### config.mk
export PLATFORM = sky130hd
export DESIGN_NAME = irq_cascade_ctrl
export DESIGN_NICKNAME = d
export VERILOG_FILES = /design/src/rtl/irqc_pkg.sv /design/src/rtl/irqc_group.sv /design/src/rtl/irqc_top_word.sv /design/src/rtl/irq_cascade_ctrl.sv
export SDC_FILE = /design/constraint.sdc
export NUM_CORES = 1
export LEC_CHECK = 0
export BUFFER_PORTS_ARGS = -buffer_cell sky130_fd_sc_hd__clkbuf_2
export CAP_MARGIN = 10
export CORE_UTILIZATION = 56
export CTS_CLUSTER_SIZE = 24
export DETAILED_ROUTE_END_ITERATION = 8
export PLACE_DENSITY = 0.71
export SYNTH_ARGS = -nofsm -noshare
export SYNTH_HDL_FRONTEND = slang
export SYNTH_SLANG_ARGS = --single-unit
### constraint.sdc
create_clock -name clk -period 3.9 [get_ports clk]
set_clock_uncertainty 0.05 [all_clocks]
set_input_delay 0.585 -clock clk [delete_from_list [all_inputs] [get_ports clk]]
set_output_delay 0.585 -clock clk [all_outputs]
set_load 0.02 [all_outputs]
### src/rtl/irqc_pkg.sv
package irqc_pkg;
    localparam int DATA_W = 32;
    localparam int ADDR_W = 4;

    localparam logic [ADDR_W-1:0] A_EP_SRC  = 4'd0;
    localparam logic [ADDR_W-1:0] A_EP_SET  = 4'd1;
    localparam logic [ADDR_W-1:0] A_EP_CLR  = 4'd2;
    localparam logic [ADDR_W-1:0] A_EP_MSK  = 4'd3;
    localparam logic [ADDR_W-1:0] A_DMA_SRC = 4'd4;
    localparam logic [ADDR_W-1:0] A_DMA_SET = 4'd5;
    localparam logic [ADDR_W-1:0] A_DMA_CLR = 4'd6;
    localparam logic [ADDR_W-1:0] A_DMA_MSK = 4'd7;
    localparam logic [ADDR_W-1:0] A_TOP_SRC = 4'd8;
    localparam logic [ADDR_W-1:0] A_TOP_SET = 4'd9;
    localparam logic [ADDR_W-1:0] A_TOP_CLR = 4'd10;
    localparam logic [ADDR_W-1:0] A_TOP_MSK = 4'd11;
    localparam logic [ADDR_W-1:0] A_CFG     = 4'd12;

    // Bit positions inside the top-level source word and config
    localparam int BIT_DMA_SUM = 24;
    localparam int BIT_POL     = 17;
    localparam int BIT_TIMER   = 16;
    localparam int BIT_VBUS    = 15;
    localparam int BIT_EP_LO   = 9;
    localparam int BIT_EP_HI   = 8;
endpackage

### src/rtl/irqc_group.sv
module irqc_group #(
    parameter int W      = 32,
    parameter int SLICES = 1
) (
    input  logic              clk,
    input  logic              rst_n,
    input  logic              wr_set,
    input  logic              wr_clr,
    input  logic              wr_msk,
    input  logic [W-1:0]      wdata,
    output logic [W-1:0]      src_o,
    output logic [W-1:0]      msk_o,
    output logic [SLICES-1:0] sum_o
);
    localparam int SL_W = W / SLICES;

    typedef struct packed {
        logic [W-1:0] src;
        logic [W-1:0] msk;
    } grp_st_t;

    grp_st_t st_d, st_q;
    logic [W-1:0] pend;

    always_comb begin
        st_d = st_q;
        if (wr_set) st_d.src = st_q.src | wdata;
        if (wr_clr) st_d.src = st_q.src & ~wdata;
        if (wr_msk) st_d.msk = wdata;
    end

    always_ff @(posedge clk or negedge rst_n) begin
        if (!rst_n) st_q <= '0;
        else        st_q <= st_d;
    end

    assign pend  = st_q.src & ~st_q.msk;
    assign src_o = st_q.src;
    assign msk_o = st_q.msk;

    generate
        for (genvar s = 0; s < SLICES; s++) begin : g_slice
            assign sum_o[s] = |pend[s*SL_W +: SL_W];
        end
    endgenerate

    a_r2_set_lands: assert property (@(posedge clk) disable iff (!rst_n)
        wr_set |=> ((src_o & $past(wdata)) == $past(wdata)));
    a_r2_clr_lands: assert property (@(posedge clk) disable iff (!rst_n)
        wr_clr |=> ((src_o & $past(wdata)) == '0));
    a_r2_src_holds: assert property (@(posedge clk) disable iff (!rst_n)
        (!wr_set && !wr_clr) |=> $stable(src_o));
    a_r3_mask_replaces: assert property (@(posedge clk) disable iff (!rst_n)
        wr_msk |=> (msk_o == $past(wdata)));
endmodule

### src/rtl/irqc_top_word.sv
module irqc_top_word
    import irqc_pkg::*;
(
    input  logic              clk,
    input  logic              rst_n,
    input  logic              wr_set,
    input  logic              wr_clr,
    input  logic              wr_msk,
    input  logic              wr_cfg,
    input  logic [DATA_W-1:0] wdata,
    input  logic [1:0]        ep_sum,
    input  logic              dma_sum,
    input  logic              evt_timer,
    input  logic              evt_vbus,
    input  logic              pwr_good,
    output logic [DATA_W-1:0] view_o,
    output logic [DATA_W-1:0] msk_o,
    output logic [DATA_W-1:0] cfg_o,
    output logic              irq_o
);
    localparam logic [DATA_W-1:0] SUM_BITS = (DATA_W'(1) << BIT_DMA_SUM)
                                           | (DATA_W'(1) << BIT_EP_LO)
                                           | (DATA_W'(1) << BIT_EP_HI);

    typedef struct packed {
        logic [DATA_W-1:0] src;
        logic [DATA_W-1:0] msk;
        logic [DATA_W-1:0] cfg;
    } top_st_t;

    top_st_t st_d, st_q;
    logic [DATA_W-1:0] evt_v, sum_v, clr_v, set_v;
    logic              pend;

    always_comb begin
        evt_v = '0;
        evt_v[BIT_TIMER] = evt_timer;
        evt_v[BIT_VBUS]  = evt_vbus;
        sum_v = '0;
        sum_v[BIT_DMA_SUM] = dma_sum;
        sum_v[BIT_EP_LO]   = ep_sum[0];
        sum_v[BIT_EP_HI]   = ep_sum[1];
        clr_v = wr_clr ? wdata : '0;
        set_v = wr_set ? wdata : '0;

        st_d = st_q;
        st_d.src = ((st_q.src & ~clr_v) | set_v | evt_v) & ~SUM_BITS;
        if (wr_msk) st_d.msk = wdata;
        if (wr_cfg) st_d.cfg = wdata;
    end

    always_ff @(posedge clk or negedge rst_n) begin
        if (!rst_n) begin
            st_q.src <= '0;
            st_q.msk <= '1;
            st_q.cfg <= '0;
        end else begin
            st_q <= st_d;
        end
    end

    assign view_o = st_q.src | sum_v;
    assign msk_o  = st_q.msk;
    assign cfg_o  = st_q.cfg;
    assign pend   = |(view_o & ~st_q.msk);
    assign irq_o  = pwr_good & (st_q.cfg[BIT_POL] ? pend : ~pend);

    a_r10_gate_low: assert property (@(posedge clk) disable iff (!rst_n)
        !pwr_good |-> !irq_o);
    a_r6_timer_latch: assert property (@(posedge clk) disable iff (!rst_n)
        evt_timer |=> view_o[BIT_TIMER]);
    a_r6_vbus_latch: assert property (@(posedge clk) disable iff (!rst_n)
        evt_vbus |=> view_o[BIT_VBUS]);
    a_r7_set_not_kept: assert property (@(posedge clk) disable iff (!rst_n)
        (wr_set && !dma_sum) |=> !view_o[BIT_DMA_SUM]);
endmodule

### src/rtl/irq_cascade_ctrl.sv
module irq_cascade_ctrl
    import irqc_pkg::*;
(
    input  logic              clk,
    input  logic              rst_n,
    input  logic              bus_we,
    input  logic [ADDR_W-1:0] bus_addr,
    input  logic [DATA_W-1:0] bus_wdata,
    output logic [DATA_W-1:0] bus_rdata,
    input  logic              evt_timer,
    input  logic              evt_vbus,
    input  logic              pwr_good,
    output logic              irq_o
);
    logic [DATA_W-1:0] ep_src, ep_msk, dma_src, dma_msk;
    logic [DATA_W-1:0] top_view, top_msk, cfg;
    logic [1:0]        ep_sum;
    logic              dma_sum;

    irqc_group #(.W(DATA_W), .SLICES(2)) u_ep (
        .clk    (clk),
        .rst_n  (rst_n),
        .wr_set (bus_we && bus_addr == A_EP_SET),
        .wr_clr (bus_we && bus_addr == A_EP_CLR),
        .wr_msk (bus_we && bus_addr == A_EP_MSK),
        .wdata  (bus_wdata),
        .src_o  (ep_src),
        .msk_o  (ep_msk),
        .sum_o  (ep_sum)
    );

    irqc_group #(.W(DATA_W), .SLICES(1)) u_dma (
        .clk    (clk),
        .rst_n  (rst_n),
        .wr_set (bus_we && bus_addr == A_DMA_SET),
        .wr_clr (bus_we && bus_addr == A_DMA_CLR),
        .wr_msk (bus_we && bus_addr == A_DMA_MSK),
        .wdata  (bus_wdata),
        .src_o  (dma_src),
        .msk_o  (dma_msk),
        .sum_o  (dma_sum)
    );

    // ep_sum[0] is the low half and ep_sum[1] the high half
    irqc_top_word u_top (
        .clk       (clk),
        .rst_n     (rst_n),
        .wr_set    (bus_we && bus_addr == A_TOP_SET),
        .wr_clr    (bus_we && bus_addr == A_TOP_CLR),
        .wr_msk    (bus_we && bus_addr == A_TOP_MSK),
        .wr_cfg    (bus_we && bus_addr == A_CFG),
        .wdata     (bus_wdata),
        .ep_sum    (ep_sum),
        .dma_sum   (dma_sum),
        .evt_timer (evt_timer),
        .evt_vbus  (evt_vbus),
        .pwr_good  (pwr_good),
        .view_o    (top_view),
        .msk_o     (top_msk),
        .cfg_o     (cfg),
        .irq_o     (irq_o)
    );

    // R8 read decode
    always_comb begin
        case (bus_addr)
            A_EP_SRC, A_EP_SET, A_EP_CLR:    bus_rdata = ep_src;
            A_EP_MSK:                        bus_rdata = ep_msk;
            A_DMA_SRC, A_DMA_SET, A_DMA_CLR: bus_rdata = dma_src;
            A_DMA_MSK:                       bus_rdata = dma_msk;
            A_TOP_SRC, A_TOP_SET, A_TOP_CLR: bus_rdata = top_view;
            A_TOP_MSK:                       bus_rdata = top_msk;
            A_CFG:                           bus_rdata = cfg;
            default:                         bus_rdata = '0;
        endcase
    end
endmodule

==> results.cfg <==
[outcome]
status = finished, final reports clean

[worst_setup_path]
required_ns = 3.26
cp-start-kind = flop
cpPeakStageDelay_ns = 0.68
crit_fanout = 3
end_kind = primary output
r2r-start = u_top.st_q[80]$_DFF_PN0_
criticalPathCategory = reg -> out
critPathArrivalTime_ns = 3.17
r2r_cells = 1
reg2reg_setup_slack_ns = 2.94
path_buf_inv = 2
crit_family = simple AND/OR/NAND/NOR gates
worstReg2RegEnd = u_top.st_q[80]$_DFF_PN0_
slowest_stage = nor4_1
cp_cell_sequence = inv_1 -> o22ai_1 -> nor4_1 -> nand4_1 -> a221oi_1 -> mux2i_1 -> clkbuf_2

[floorplan]
num_rows = 51
die_x_um = 143
num_io_pins = 75
dieArea_um2 = 20400
coreArea_um2 = 19500
initial_core_util_pct = 57.2
die_h_um = 143

[clock_network]
tritoncts = done
hold_buffers = 0
clock_path_buffers = 3
cts.sinks = 221
h-tree-depth = 1
cts_setup_buffers = 0
clk_latency_ns = 0.51
clk_pin_slew_ns = 0.06
cts-root-buf = clkbuf_16
cts_buffers = 24
cts.repair.resized = 0

[flow_run]
maxCapViolations = 0

[global_route]
grt_first_pass_wirelength_mm = 51.3
grt_overflow = 0
antenna_found_initial = 0
grt_pass1_vias = 8475
grt_usage_pct = 33.8
grt_max_degree = 116

[routing]
drt-total-wl_mm = 33.5
drt-initial-drc-count = 1031
drcViolationCount = 0
drt-met1-wl_mm = 14.0
detail_route.vias_per_cell = 6.54
wl_met2_mm = 15.3
first_pass_iters = 6
detail_route.wl_per_cell_um = 24.5
ant_nets = 0
wl_met3_mm = 3.18
dr_total_vias = 8940
routed.top_layer = met4

[logic_synthesis]
avgSynthCellArea_um2 = 10.4
yosysWarnings = 0
synth_nets = 1108
synth-edff-count = 0
synth_seq_cells = 221
netlist_area_um2 = 11100
syn_inst = 1066
postSynth.asyncResetShare_pct = 100
ys.flop_type = dfrtp_1
yosysUniqueCellTypes = 46
ys_seq_area_share_pct = 50.0

[min_path]
hold_path_class = in -> async

[placement]
port-buffer-count = 74
dpl.hpwl_mm = 21.1
gp_congestion = 0.863

[cells_and_area]
layout_commonest_cell = dfrtp_1
antenna_cells = 0
final_cell_mix = 189 x dfrtp_1, 94 x mux2_2, 86 x a31oi_1, 82 x a21oi_1, 76 x nand2_1
fin_nets = 1129
synthToLayoutAreaGrowth_pct = 12.1
drive_gt1_share_pct = 27.5

[sta]
tns_ns = 0
setup_viol = 0
grt_setup_unrepaired = false
slew_headroom_pct = 24.5
hold_viol = 0
max_slew.worst_pin.slew_ns = 1.13
slew_viol_final = 0
period_needed_ns = 3.81
min_period_over_period_pct = 97.7
clock.fmax_ghz = 0.263

[pwr]
finalPower_mw = 7.15
ir_worst_vdd_mv = 0.371
p_leak_nw = 5.59
power_density_nw_per_um2 = 573
==> report_power, final <==
group          internal, mW  total (mW)  switching (mW)
Combinational         0.744        1.61           0.863
Clock                  1.28        2.18           0.903
Sequential             2.90        3.36           0.462
Total                  4.93        7.15            2.23
==> Yosys cell counts, types with 14 or more instances <==
| master | number | area [µm²] |
|---|---|---|
| nand3_1 | 14 | 70.1 |
| dfstp_2 | 32 | 841 |
| o22ai_1 | 26 | 163 |
| nand2_1 | 76 | 285 |
| clkbuf_1 | 58 | 218 |
| o21ai_0 | 19 | 95.1 |
| nor2_1 | 34 | 128 |
| a21oi_1 | 82 | 410 |
| nand2b_1 | 27 | 169 |
| nor3b_1 | 15 | 113 |
| buf_2 | 32 | 160 |
| a31oi_1 | 86 | 538 |
| a22oi_1 | 29 | 218 |
| dfrtp_1 | 189 | 4730 |
| a22o_1 | 39 | 342 |
| o221ai_1 | 15 | 131 |
| mux2_2 | 94 | 1060 |
| inv_1 | 72 | 270 |
| mux2_4 | 27 | 405 |
==> cell type report <==
class                      instances  area (µm²)
inverter                          72         270
tap                              265         332
sequential                       221        5570
fill                            1562        6980
clock buffer                      37         731
timing repair buffer              99         671
multi-input combinational        669        4880
clock inverter                     5        25.0
==> metal layers <==
layer  GRT usage, %  vias up
met1           48.9     4442
li1               -     3934
met2           51.2      491
met3           6.10       73
met5              0        -
met4           11.5        0
==> through the flow <==
stage	hold slack, ns	instance area, µm²	setup slack (ns)	util [%]	cells
6_report	0.0773	12500	0.0914	64.1	1368
5_1_grt	0.168	12500	0.159	64.1	1368
4_1_cts	0.123	12500	0.224	64.1	1368
3_5_place_dp	0.433	11700	0.643	60.2	1326
3_3_place_gp	0.429	11700	0.648	60.2	1326
2_1_floorplan	0.239	11100	1.40	-	1066
==> cell families after synthesis <==
| logic type | count (synthesis) | synth area share (%) |
|---|---|---|
| flops | 221 | 50.0 |
| compound gates | 326 | 19.4 |
| mux | 139 | 14.9 |
| simple gates | 204 | 9.14 |
| buf+inv | 176 | 6.50 |
==> worst max-delay path by stage <==
stage	start	end	slack [ns]	cells after the start
final	flop	irq_o	0.09	7
after CTS	flop	irq_o	0.22	7
after floorplan	bus_addr[2]	bus_rdata[15]	1.40	5
after global placement	bus_addr[0]	bus_rdata[17]	0.65	7
after global routing	flop	irq_o	0.16	7
after detailed placement	bus_addr[0]	bus_rdata[17]	0.64	7
Note: power is estimated with default switching activity, not from simulation.
